==> src/rtl/empu_pkg.sv <==
package empu_pkg;
  localparam int CFG_AW   = 8;
  localparam int IDX_BITS = 4;
  localparam int FLD_BITS = 3;

  typedef enum logic [1:0] {
    ACC_READ  = 2'd0,
    ACC_WRITE = 2'd1,
    ACC_EXEC  = 2'd2,
    ACC_RSVD  = 2'd3
  } acc_kind_e;

  // rule field selectors
  localparam logic [FLD_BITS-1:0] RF_CODE_LO = 3'd0;
  localparam logic [FLD_BITS-1:0] RF_CODE_HI = 3'd1;
  localparam logic [FLD_BITS-1:0] RF_DATA_LO = 3'd2;
  localparam logic [FLD_BITS-1:0] RF_DATA_HI = 3'd3;
  localparam logic [FLD_BITS-1:0] RF_PERM    = 3'd4;
  // table field selectors
  localparam logic [FLD_BITS-1:0] TF_CODE_LO = 3'd0;
  localparam logic [FLD_BITS-1:0] TF_CODE_HI = 3'd1;
  localparam logic [FLD_BITS-1:0] TF_STACK   = 3'd2;

  // permission bits
  localparam int PB_R  = 0;
  localparam int PB_W  = 1;
  localparam int PB_X  = 2;
  localparam int PB_EN = 3;

  // inclusive range test on zero-extended values
  function automatic logic in_span(logic [31:0] v, logic [31:0] lo, logic [31:0] hi);
    return (v >= lo) && (v <= hi);
  endfunction

  // does an enabled permission nibble grant this kind
  function automatic logic perm_grants(logic [3:0] perm, logic [1:0] kind);
    logic g;
    case (kind)
      ACC_READ:  g = perm[PB_R];
      ACC_WRITE: g = perm[PB_W];
      ACC_EXEC:  g = perm[PB_X];
      default:   g = 1'b0;
    endcase
    return perm[PB_EN] && g;
  endfunction
endpackage

==> src/rtl/empu_rules.sv <==
module empu_rules
  import empu_pkg::*;
#(
  parameter int NRULES = 4,
  parameter int AW     = 16
) (
  input  logic                       clk,
  input  logic                       rst_n,
  input  logic                       wr_en,
  input  logic [IDX_BITS-1:0]        wr_idx,
  input  logic [FLD_BITS-1:0]        wr_field,
  input  logic [AW-1:0]              wr_data,
  output logic [NRULES-1:0][AW-1:0]  code_lo,
  output logic [NRULES-1:0][AW-1:0]  code_hi,
  output logic [NRULES-1:0][AW-1:0]  data_lo,
  output logic [NRULES-1:0][AW-1:0]  data_hi,
  output logic [NRULES-1:0][3:0]     perm
);
  for (genvar i = 0; i < NRULES; i++) begin : g_rule
    logic sel;
    assign sel = wr_en && (wr_idx == IDX_BITS'(i));
    always_ff @(posedge clk or negedge rst_n) begin
      if (!rst_n) begin
        code_lo[i] <= '0;
        code_hi[i] <= '0;
        data_lo[i] <= '0;
        data_hi[i] <= '0;
        perm[i]    <= '0;
      end else if (sel) begin
        case (wr_field)
          RF_CODE_LO: code_lo[i] <= wr_data;
          RF_CODE_HI: code_hi[i] <= wr_data;
          RF_DATA_LO: data_lo[i] <= wr_data;
          RF_DATA_HI: data_hi[i] <= wr_data;
          RF_PERM:    perm[i]    <= wr_data[3:0];
          default: ;
        endcase
      end
    end
  end

  // rule storage only moves on an accepted write
  p_rules_hold_r8: assert property (@(posedge clk) disable iff (!rst_n)
    !wr_en |=> $stable(code_lo) && $stable(code_hi) && $stable(data_lo)
               && $stable(data_hi) && $stable(perm));
endmodule

==> src/rtl/empu_rule_check.sv <==
module empu_rule_check
  import empu_pkg::*;
#(
  parameter int AW = 16
) (
  input  logic [AW-1:0] code_lo,
  input  logic [AW-1:0] code_hi,
  input  logic [AW-1:0] data_lo,
  input  logic [AW-1:0] data_hi,
  input  logic [3:0]    perm,
  input  logic [AW-1:0] pc,
  input  logic [AW-1:0] addr,
  input  logic [1:0]    kind,
  output logic          covers,
  output logic          hit
);
  logic pc_in, addr_in;
  assign pc_in   = in_span(32'(pc),   32'(code_lo), 32'(code_hi));
  assign addr_in = in_span(32'(addr), 32'(data_lo), 32'(data_hi));
  assign covers  = pc_in && addr_in && perm[PB_EN];
  assign hit     = covers && perm_grants(perm, kind);

  // reserved kind never grants
  always_comb begin
    if (kind == ACC_RSVD) a_rsvd_denied_r4: assert (!hit);
  end
endmodule

==> src/rtl/empu_slots.sv <==
module empu_slots
  import empu_pkg::*;
#(
  parameter int NSLOTS = 4,
  parameter int AW     = 16
) (
  input  logic                 clk,
  input  logic                 rst_n,
  input  logic                 wr_en,
  input  logic [IDX_BITS-1:0]  wr_idx,
  input  logic [FLD_BITS-1:0]  wr_field,
  input  logic [AW-1:0]        wr_data,
  input  logic [IDX_BITS-1:0]  rd_idx,
  input  logic [1:0]           rd_field,
  output logic [AW-1:0]        rd_data
);
  logic [NSLOTS-1:0][AW-1:0] s_lo, s_hi, s_sp;

  for (genvar i = 0; i < NSLOTS; i++) begin : g_slot
    logic sel;
    assign sel = wr_en && (wr_idx == IDX_BITS'(i));
    always_ff @(posedge clk or negedge rst_n) begin
      if (!rst_n) begin
        s_lo[i] <= '0;
        s_hi[i] <= '0;
        s_sp[i] <= '0;
      end else if (sel) begin
        case (wr_field)
          TF_CODE_LO: s_lo[i] <= wr_data;
          TF_CODE_HI: s_hi[i] <= wr_data;
          TF_STACK:   s_sp[i] <= wr_data;
          default: ;
        endcase
      end
    end
  end

  always_comb begin
    rd_data = '0;
    for (int i = 0; i < NSLOTS; i++) begin
      if (rd_idx == IDX_BITS'(i)) begin
        case (rd_field)
          2'd0:    rd_data = s_lo[i];
          2'd1:    rd_data = s_hi[i];
          2'd2:    rd_data = s_sp[i];
          default: rd_data = '0;
        endcase
      end
    end
  end

  // table only moves on an accepted write
  p_slots_hold_r8: assert property (@(posedge clk) disable iff (!rst_n)
    !wr_en |=> $stable(s_lo) && $stable(s_hi) && $stable(s_sp));
endmodule

==> src/rtl/empu_top.sv <==
module empu_top
  import empu_pkg::*;
#(
  parameter int          NRULES  = 4,
  parameter int          NSLOTS  = 4,
  parameter int          AW      = 16,
  parameter logic [AW-1:0] LOAD_LO = 16'h0100,
  parameter logic [AW-1:0] LOAD_HI = 16'hEFFF
) (
  input  logic                clk,
  input  logic                rst_n,
  input  logic                cfg_we,
  input  logic [CFG_AW-1:0]   cfg_addr,
  input  logic [AW-1:0]       cfg_wdata,
  input  logic                cfg_lock,
  input  logic                acc_valid,
  input  logic [AW-1:0]       acc_pc,
  input  logic [AW-1:0]       acc_addr,
  input  logic [1:0]          acc_kind,
  output logic                fault,
  output logic [AW-1:0]       fault_addr,
  output logic                locked,
  output logic                cfg_err,
  input  logic [IDX_BITS-1:0] tbl_ridx,
  input  logic [1:0]          tbl_rfield,
  output logic [AW-1:0]       tbl_rdata
);
  // ---------------- configuration decode ----------------
  logic                 sp_table;
  logic [IDX_BITS-1:0]  c_idx;
  logic [FLD_BITS-1:0]  c_fld;
  logic                 rule_tgt, slot_tgt, addr_fld, win_ok;
  logic                 rule_wr, slot_wr, err_set;

  assign sp_table = cfg_addr[CFG_AW-1];
  assign c_idx    = cfg_addr[FLD_BITS +: IDX_BITS];
  assign c_fld    = cfg_addr[FLD_BITS-1:0];

  assign rule_tgt = !sp_table && (int'(c_idx) < NRULES) && (c_fld <= RF_PERM);
  assign slot_tgt =  sp_table && (int'(c_idx) < NSLOTS) && (c_fld <= TF_STACK);
  assign addr_fld = slot_tgt || (rule_tgt && (c_fld != RF_PERM));
  assign win_ok   = in_span(32'(cfg_wdata), 32'(LOAD_LO), 32'(LOAD_HI));

  assign rule_wr  = cfg_we && !locked && rule_tgt && (!addr_fld || win_ok);
  assign slot_wr  = cfg_we && !locked && slot_tgt && (!addr_fld || win_ok);
  assign err_set  = cfg_we && (locked || (addr_fld && !win_ok));

  always_ff @(posedge clk or negedge rst_n) begin
    if (!rst_n) begin
      locked  <= 1'b0;
      cfg_err <= 1'b0;
    end else begin
      if (cfg_lock) locked  <= 1'b1;
      if (err_set)  cfg_err <= 1'b1;
    end
  end

  // ---------------- storage ----------------
  logic [NRULES-1:0][AW-1:0] r_clo, r_chi, r_dlo, r_dhi;
  logic [NRULES-1:0][3:0]    r_perm;

  empu_rules #(.NRULES(NRULES), .AW(AW)) u_rules (
    .clk(clk), .rst_n(rst_n),
    .wr_en(rule_wr), .wr_idx(c_idx), .wr_field(c_fld), .wr_data(cfg_wdata),
    .code_lo(r_clo), .code_hi(r_chi), .data_lo(r_dlo), .data_hi(r_dhi),
    .perm(r_perm)
  );

  empu_slots #(.NSLOTS(NSLOTS), .AW(AW)) u_slots (
    .clk(clk), .rst_n(rst_n),
    .wr_en(slot_wr), .wr_idx(c_idx), .wr_field(c_fld), .wr_data(cfg_wdata),
    .rd_idx(tbl_ridx), .rd_field(tbl_rfield), .rd_data(tbl_rdata)
  );

  // ---------------- access check ----------------
  logic [NRULES-1:0] hit_vec, cover_vec;

  for (genvar i = 0; i < NRULES; i++) begin : g_chk
    empu_rule_check #(.AW(AW)) u_chk (
      .code_lo(r_clo[i]), .code_hi(r_chi[i]),
      .data_lo(r_dlo[i]), .data_hi(r_dhi[i]),
      .perm(r_perm[i]),
      .pc(acc_pc), .addr(acc_addr), .kind(acc_kind),
      .covers(cover_vec[i]), .hit(hit_vec[i])
    );
  end

  logic any_hit;
  assign any_hit = |hit_vec;
  assign fault   = acc_valid && !any_hit;

  always_ff @(posedge clk or negedge rst_n) begin
    if (!rst_n)     fault_addr <= '0;
    else if (fault) fault_addr <= acc_addr;
  end

  // ---------------- assertions ----------------
  p_idle_quiet_r10: assert property (@(posedge clk) disable iff (!rst_n)
    !acc_valid |-> !fault);

  p_fault_capture_r6: assert property (@(posedge clk) disable iff (!rst_n)
    fault |=> fault_addr == $past(acc_addr));

  p_fault_hold_r6: assert property (@(posedge clk) disable iff (!rst_n)
    !fault |=> $stable(fault_addr));

  p_uncovered_denied_r3: assert property (@(posedge clk) disable iff (!rst_n)
    (acc_valid && cover_vec == '0) |-> fault);

  p_lock_sticky_r8: assert property (@(posedge clk) disable iff (!rst_n)
    locked |=> locked);

  p_locked_write_err_r8: assert property (@(posedge clk) disable iff (!rst_n)
    (locked && cfg_we) |=> cfg_err);

  p_no_write_locked_r8: assert property (@(posedge clk) disable iff (!rst_n)
    locked |-> !rule_wr && !slot_wr);

  p_window_reject_r7: assert property (@(posedge clk) disable iff (!rst_n)
    (cfg_we && addr_fld && !win_ok) |=> cfg_err);

  p_err_sticky_r7: assert property (@(posedge clk) disable iff (!rst_n)
    cfg_err |=> cfg_err);
endmodule

==> config.mk <==
export PLATFORM = sky130hd
export DESIGN_NAME = empu_top
export DESIGN_NICKNAME = d
export VERILOG_FILES = /design/src/rtl/empu_pkg.sv /design/src/rtl/empu_rules.sv /design/src/rtl/empu_rule_check.sv /design/src/rtl/empu_slots.sv /design/src/rtl/empu_top.sv
export SDC_FILE = /design/constraint.sdc
export NUM_CORES = 1
export LEC_CHECK = 0
export BUFFER_PORTS_ARGS = -buffer_cell sky130_fd_sc_hd__buf_4
export CAP_MARGIN = 0
export CORE_AREA = 3 3 259 261
export DETAILED_ROUTE_END_ITERATION = 6
export DIE_AREA = 0 0 262 264
export GPL_ROUTABILITY_DRIVEN = 0
export GPL_TIMING_DRIVEN = 0
export HOLD_SLACK_MARGIN = 0.06
export PLACE_DENSITY = 0.58
export SYNTH_ARGS = -nofsm -noshare
export SYNTH_HDL_FRONTEND = slang
export SYNTH_SLANG_ARGS = --single-unit
==> constraint.sdc <==
create_clock -name clk -period 3.78 [get_ports clk]
set_input_delay 0.567 -clock clk [delete_from_list [all_inputs] [get_ports clk]]
set_output_delay 0.567 -clock clk [all_outputs]
set_load 0.01 [all_outputs]
### Word-level counts from Yosys, hierarchy flattened

Cells that the tools add are included.

| word-level totals | value |
|---|---|
| register bits after elaboration | 482 |
| bits of input ports | 69 |
| output and inout port bits | 35 |
| word-level logic and storage cells | 175 |

| operators by class | value |
|---|---|
| reduce and logical (&&, ||, !) cells | 92 |
| muxes and demuxes | 12 |
| eq/ne operators | 15 |
| order comparisons | 21 |

Operators by type and width:

| operator | number |
|---|---|
| $pmux 16 s3 | 4 |
| $ge 16x16->1 | 8 |
| $le 16x16->1 | 8 |
| $mux 16 | 4 |
| $reduce_and 2->1 | 32 |
| $logic_and 1x1->1 | 46 |
| $eq 4x2->1 const B | 4 |
| $ge 16x9->1 const B | 1 |
| $le 16x16->1 const B | 1 |
| $pmux 1 s3 | 4 |
| $eq 4x1->1 const B | 2 |
| $logic_not 4->1 | 2 |
| $eq 3x2->1 const B | 2 |
| $logic_not 1->1 | 5 |
| $eq 2x1->1 const B | 2 |
| $eq 2x2->1 const B | 2 |
| $logic_not 2->1 | 2 |
| $lt 4x3->1 const B | 1 |
| $reduce_or 4->1 | 1 |
| $eq 3x1->1 const B | 1 |
| $eq 3x3->1 const B | 1 |
| $le 3x2->1 const B | 1 |
| $le 3x3->1 const B | 1 |
| $logic_not 3->1 | 1 |
| 2 further kinds | 4 |

### Depth between registers and ports, before layout

| depth | value |
|---|---|
| depth after elaboration | 10 |
| mapped depth | 11 |
| mapped depth without buffers | 10 |

### By module

Synthesis repeated with hierarchy kept, for this count alone.

| second synthesis, totals | value |
|---|---|
| cells, all modules | 2234 |
| area, all modules | 26798.2 sq um |

By module, submodules not included:

| module | cells each | times used | seq. area each (sq um) | area an instance (sq um) |
|---|---|---|---|---|
| empu_rules | 624 | 1 | 6806.5 | 10368.7 |
| empu_slots | 664 | 1 | 4804.6 | 9211.3 |
| empu_rule_check at g_chk[0].u_chk ... | 221 | 3 | 0.0 | 1596.5 |
| empu_rule_check at g_chk[2].u_chk | 227 | 1 | 0.0 | 1606.5 |
| empu_top | 56 | 1 | 450.4 | 822.0 |

### Worst setup path before layout

No wires, ideal clock.

| path | value |
|---|---|
| path type | input to output |
| start | input port acc_addr[1] |
| end | output port fault |
| arrival | 2.502 ns |
| setup slack | 0.711 ns |
| cell stages on the path | 10 |
| buffers on the path | 1 |
| data required time | 3.213 ns |
| path through | ha_1 > nor2b_1 > o211ai_1 > a21oi_1 > a211oi_1 > o2111ai_1 > or4b_1 > nand4_4 > buf_4 > inv_1 |

| on the way | value |
|---|---|
| longest elaborated chain between the ends | 8 |
| elaborated cells on any way between the ends | 27 |
| classes of those cells | 8 x order compare; 19 x reduce/logical |

RTL lines:

| item | line | RTL |
|---|---|---|
| from (decl) | empu_top.sv:18 | `input logic [AW-1:0] acc_addr,` |
| $ge 16x16->1 / $le 16x16->1 (equally long branches) | empu_pkg.sv:32 | `return (v >= lo) && (v <= hi);` |
| $logic_and 1x1->1 | empu_pkg.sv:32 |  |
| $logic_and 1x1->1 (2 in series) | empu_rule_check.sv:20 | `assign covers = pc_in && addr_in && perm[PB_EN];` |
| $logic_and 1x1->1 | empu_rule_check.sv:21 | `assign hit = covers && perm_grants(perm, kind);` |
| $reduce_or 4->1 * | empu_top.sv:89 | `assign any_hit = \|hit_vec;` |
| $logic_not 1->1 * | empu_top.sv:90 | `assign fault = acc_valid && !any_hit;` |
| $logic_and 1x1->1 * | empu_top.sv:90 |  |
| to (decl) | empu_top.sv:20 | `output logic fault,` |

Mark *: on every way between the ends. The rest lies on a longest branch, timed or not.

### Final worst setup path

| path | value |
|---|---|
| start | register u_rules.code_hi[43] (netlist bit) |
| end | output port fault |

| on the way | value |
|---|---|
| longest elaborated chain between the ends | 8 |

RTL lines:

| item | line | RTL |
|---|---|---|
| from (decl) | empu_rules.sv:14 | `output logic [NRULES-1:0][AW-1:0] code_hi,` |
| from (signal, indexed assignment) | empu_rules.sv:32 | `RF_CODE_HI: code_hi[i] <= wr_data;` |
| $le 16x16->1 | empu_pkg.sv:32 |  |
| $logic_and 1x1->1 | empu_pkg.sv:32 |  |
| $logic_and 1x1->1 (2 in series) | empu_rule_check.sv:20 |  |
| $logic_and 1x1->1 | empu_rule_check.sv:21 |  |
| $reduce_or 4->1 | empu_top.sv:89 |  |
| $logic_not 1->1 | empu_top.sv:90 |  |
| $logic_and 1x1->1 | empu_top.sv:90 |  |

No other way between the ends.

==> impl_results.md <==
- DRC violations left: 0
- Final net count: 2800
- Count of cell types in the netlist: 58
- Adder and majority cell fraction of the synthesized area: 12.1%
- DR iter-0 viols: 1029
- Max clock buf depth: 3
- Net count after synthesis: 2638
- Violated checks: setup timing
- Run status: finished, violations left
- Library cell used as clock root buffer: sky130_fd_sc_hd__clkbuf_16
- Worst r2r dst: fault_addr[1]
- Clock tree sinks: 482
- Setup Total Neg Slack: -0.0170 ns
- Delay of the slowest critical-path stage: 0.58 ns
- Maximum number of pins on one net before global-route repair: 117
- GRT Total Usage: 20.9%
- Synthesized-area fraction occupied by ao, oa, aoi and oai cells: 7.64%
- Highest fanout seen on the critical path: 3
- Insertion delay to the later sink of the worst-skew pair: 0.64 ns
- Signed area change from the synthesized netlist to the final layout: 15.1%
- Min Clock Period, post-route: 3.80 ns
- Pwr Density: 380 nW/um^2
- Standby leakage power: 0.0145 uW
- Relative slew margins: 27.5%
- Die Outline Area: 69200 sq um
- Number of max-cap violations: 0
- RSZ-0062 raised after global routing: yes
- Routed metal-1 wire length: 32.2 mm
- Crit-path cells: inv_1, ha_4, a21oi_4, a21oi_4, o31ai_4, o2111ai_4, or4b_4, nand4_4, buf_12, inv_4, buf_6
- Critical Path Start Type: register
- Worst path most repeated cell: sky130_fd_sc_hd__a21oi_4
- Met3 wirelength from detailed routing: 2.47 mm
- Share of synthesized flip-flops with an asynchronous set or reset: 100%
- Commonest cells after routing, fill and taps aside: sky130_fd_sc_hd__dfrtp_1, sky130_fd_sc_hd__mux2_2, sky130_fd_sc_hd__ha_1, sky130_fd_sc_hd__inv_1, sky130_fd_sc_hd__a21oi_1
- Wire length of the first global-routing pass: 112 mm
- CTS tree: done
- Reg2Reg Depth: 11
- Part of the Yosys area used for sequential elements: 45.6%
- Worst slew pin tran: 1.08 ns
- Number of vias after detailed routing: 18100
- Critical path endpoint category: output pin
- Drt pass-1 iters: 5
- Maximum VDD drop: 357 uV
- Number of vias per cell: 5.37
- Avg Inst Size Synth: 11.4 sq um
- Post-detailed-route wirelength per cell: 21.1 microns
- FILL cells: 5979
- Required @ worst endpoint: 3.21 ns
- Worst Path Class, Setup: reg2out
- Layout cells sized above 1: 29.4%
- HPWL reported at the end of detailed placement: 52.1 mm
- Port Buffers: 92
- Count of flip-flops with a built-in enable after synthesis: 0
- Tightest Hold Check Type: in2reg
- Final worst clock skew: 0.0348 ns
- Initial antenna violation count: 1
- Core Area: 64700 sq um
- Post-CTS clock slew at the launch and capture registers of the worst setup and hold paths: 0.06 ns
- Remaining antenna violation count after routing: 0
- Uppermost layer routed: met5
- Top-level I/O count: 104
- Endpoints failing setup: 1
- Share of the synthesized netlist area taken by xor and xnor gates: 0%
- Total global routing overflow: 0
- Final clock period utilization by the worst path: 100%
- Maximum level of the CTS H-tree: 2
- Number of clock buffers inserted by TritonCTS: 57
- Endpoints failing hold: 0
- Most common cell after layout, fill and taps aside: sky130_fd_sc_hd__dfrtp_1
- Detailed Route WL: 71.3 mm
- Family with the most delay on the worst path: compound AO/OA/AOI/OAI gates
- Main flop type after synthesis: sky130_fd_sc_hd__dfrtp_1
- Cell count of the worst hold path: 2
- Mapped Cells: 2313
- Number of storage elements in the synthesis netlist: 482
- Synth Warn #: 0
- R2r startpoint: u_rules.code_hi[43]
- Worst hold-check slack: 0.141 ns
- DIE HEIGHT: 264 microns
- Hold Crit Endpoint: locked
- Multiplexer area fraction after synthesis: 23.0%
- Row cnt: 93
- Synthesized area: 26500 sq um
- Max Fclk: 263 MHz
- Post-layout worst setup margin: -0.0170 ns
- Buf+Inv Stages, Crit Path: 4
- Combinational family with the most area after synthesis: multiplexers
- Data arrival time of the worst path: 3.23 ns
- Starting density of the core: 40.9%
- Hold path start: cfg_lock
- FF-to-FF setup slack: 0.62 ns
- Chip Width: 262 microns
- Post-synthesis share of cell area spent on and, or, nand and nor gates: 6.29%
- Slowest cell on crit path: sky130_fd_sc_hd__or4b_4
- Routed met2 length: 34.0 mm
- Number of global-route vias before repair: 19200
- Slew Viols, Final: 0
## worst max path at each step
stage,start,endpoint,slack [ns],cells after the start
after floorplan,acc_addr[1],fault,0.71,10
after global placement,rst_n,u_rules.data_lo[22],-2.96,1
after detailed placement,acc_pc[9],fault,-0.81,12
after CTS,u_rules.code_hi[41],fault,-0.09,12
after global routing,u_rules.code_hi[43],fault,-0.08,11
final,u_rules.code_hi[43],fault,-0.02,11
## synthesized netlist by cell type (3+ instances only)
cell type,instances,area [sq um]
sky130_fd_sc_hd__dfrtp_1,482,12100
sky130_fd_sc_hd__mux2_2,439,4940
sky130_fd_sc_hd__ha_1,256,3200
sky130_fd_sc_hd__inv_1,249,935
sky130_fd_sc_hd__a21oi_1,146,731
sky130_fd_sc_hd__nand2_1,101,379
sky130_fd_sc_hd__nor2_1,94,353
sky130_fd_sc_hd__clkbuf_1,74,278
sky130_fd_sc_hd__o21ai_0,69,345
sky130_fd_sc_hd__mux2i_1,52,521
sky130_fd_sc_hd__nand4_1,44,275
sky130_fd_sc_hd__mux2_4,40,601
sky130_fd_sc_hd__nand3_1,32,160
sky130_fd_sc_hd__buf_2,26,130
sky130_fd_sc_hd__a221oi_1,18,158
sky130_fd_sc_hd__o22ai_1,17,106
sky130_fd_sc_hd__nor2b_1,16,100
sky130_fd_sc_hd__a21o_1,15,113
sky130_fd_sc_hd__o21bai_1,15,113
sky130_fd_sc_hd__a211oi_1,12,90.1
sky130_fd_sc_hd__nor3_1,11,55.1
sky130_fd_sc_hd__o211ai_1,11,82.6
sky130_fd_sc_hd__buf_1,9,33.8
sky130_fd_sc_hd__a21boi_0,7,52.6
sky130_fd_sc_hd__a2111oi_0,6,52.6
sky130_fd_sc_hd__nor4_1,5,31.3
sky130_fd_sc_hd__or4_1,5,37.5
sky130_fd_sc_hd__a31oi_1,4,25.0
sky130_fd_sc_hd__buf_6,4,45.0
sky130_fd_sc_hd__nand2_2,4,25.0
sky130_fd_sc_hd__nand2_4,4,45.0
sky130_fd_sc_hd__nand2b_1,4,25.0
sky130_fd_sc_hd__a211o_1,3,26.3
sky130_fd_sc_hd__buf_4,3,22.5
sky130_fd_sc_hd__nand3b_1,3,22.5
sky130_fd_sc_hd__o31ai_1,3,22.5
## power breakdown
group	leakage (uW)	internal, uW	switching [uW]
combinational	0.00686	308	638
clock	0.000915	3220	2240
sequential	0.00669	5180	9.11
total	0.0145	8710	2880
## what timing repair did
item / in CTS / in global routing
resized for setup: 20 / 21
hold endpoints to repair: 51 / 0
endpoints found under the setup margin: 10 / 2
pin swaps: 8 / 13
hold buffers: 1 / 0
setup buffers: 2 / 4
## routing by layer
layer | track usage [%] | up-vias
li1 | - | 8479
met2 | 34.9 | 359
met4 | 7.20 | 2
met3 | 2.70 | 131
met5 | 0 | -
met1 | 28.1 | 9113
## state kept, by name, indices dropped and copies added, names as in the netlist
| register | count |
|---|---|
| u_slots.s_sp | 64 |
| u_rules.data_hi | 64 |
| u_rules.perm | 16 |
| u_rules.code_lo | 64 |
| cfg_err | 1 |
| u_slots.s_lo | 64 |
| u_rules.code_hi | 64 |
| u_rules.data_lo | 64 |
| u_slots.s_hi | 64 |
| fault_addr | 16 |
| locked | 1 |
## final cells by class
| class | count | area [sq um] | area share (%) |
|---|---|---|---|
| Antenna cell | 1 | 2.50 | 0.00821 |
| Buffer | 116 | 523 | 1.72 |
| Clock buffer | 84 | 1650 | 5.41 |
| Clock inverter | 14 | 224 | 0.735 |
| Inverter | 249 | 941 | 3.09 |
| Multi-Input combinational cell | 1466 | 13100 | 43.1 |
| Sequential cell | 482 | 12100 | 39.6 |
| Tap cell | 855 | 1070 | 3.51 |
| Timing Repair Buffer | 103 | 867 | 2.85 |
## cells by family (layout without fill, tap and decap cells)
family,after synthesis,count (layout)
buffers and inverters,365,566
adders and majority gates,256,256
AOI/OAI and AO/OA,339,339
and+or+nand+nor,339,339
muxes,532,532
DFF,482,482
other,0,1
## through the flow
step           instances  util (%)  setup WS (ns)  area, sq um  total power, uW
6_report            3370      47.1        -0.0170        30500            11600
5_1_grt             3369      47.1        -0.0779        30500            12100
4_1_cts             3365      46.9        -0.0936        30300            11800
3_5_place_dp        3264      43.8         -0.811        28400             6220
3_3_place_gp        3260      43.6          -2.96        28200             6170
2_1_floorplan       2313         -          0.711        26500             5710
No activity file was read; power rests on OpenSTA's default activity.
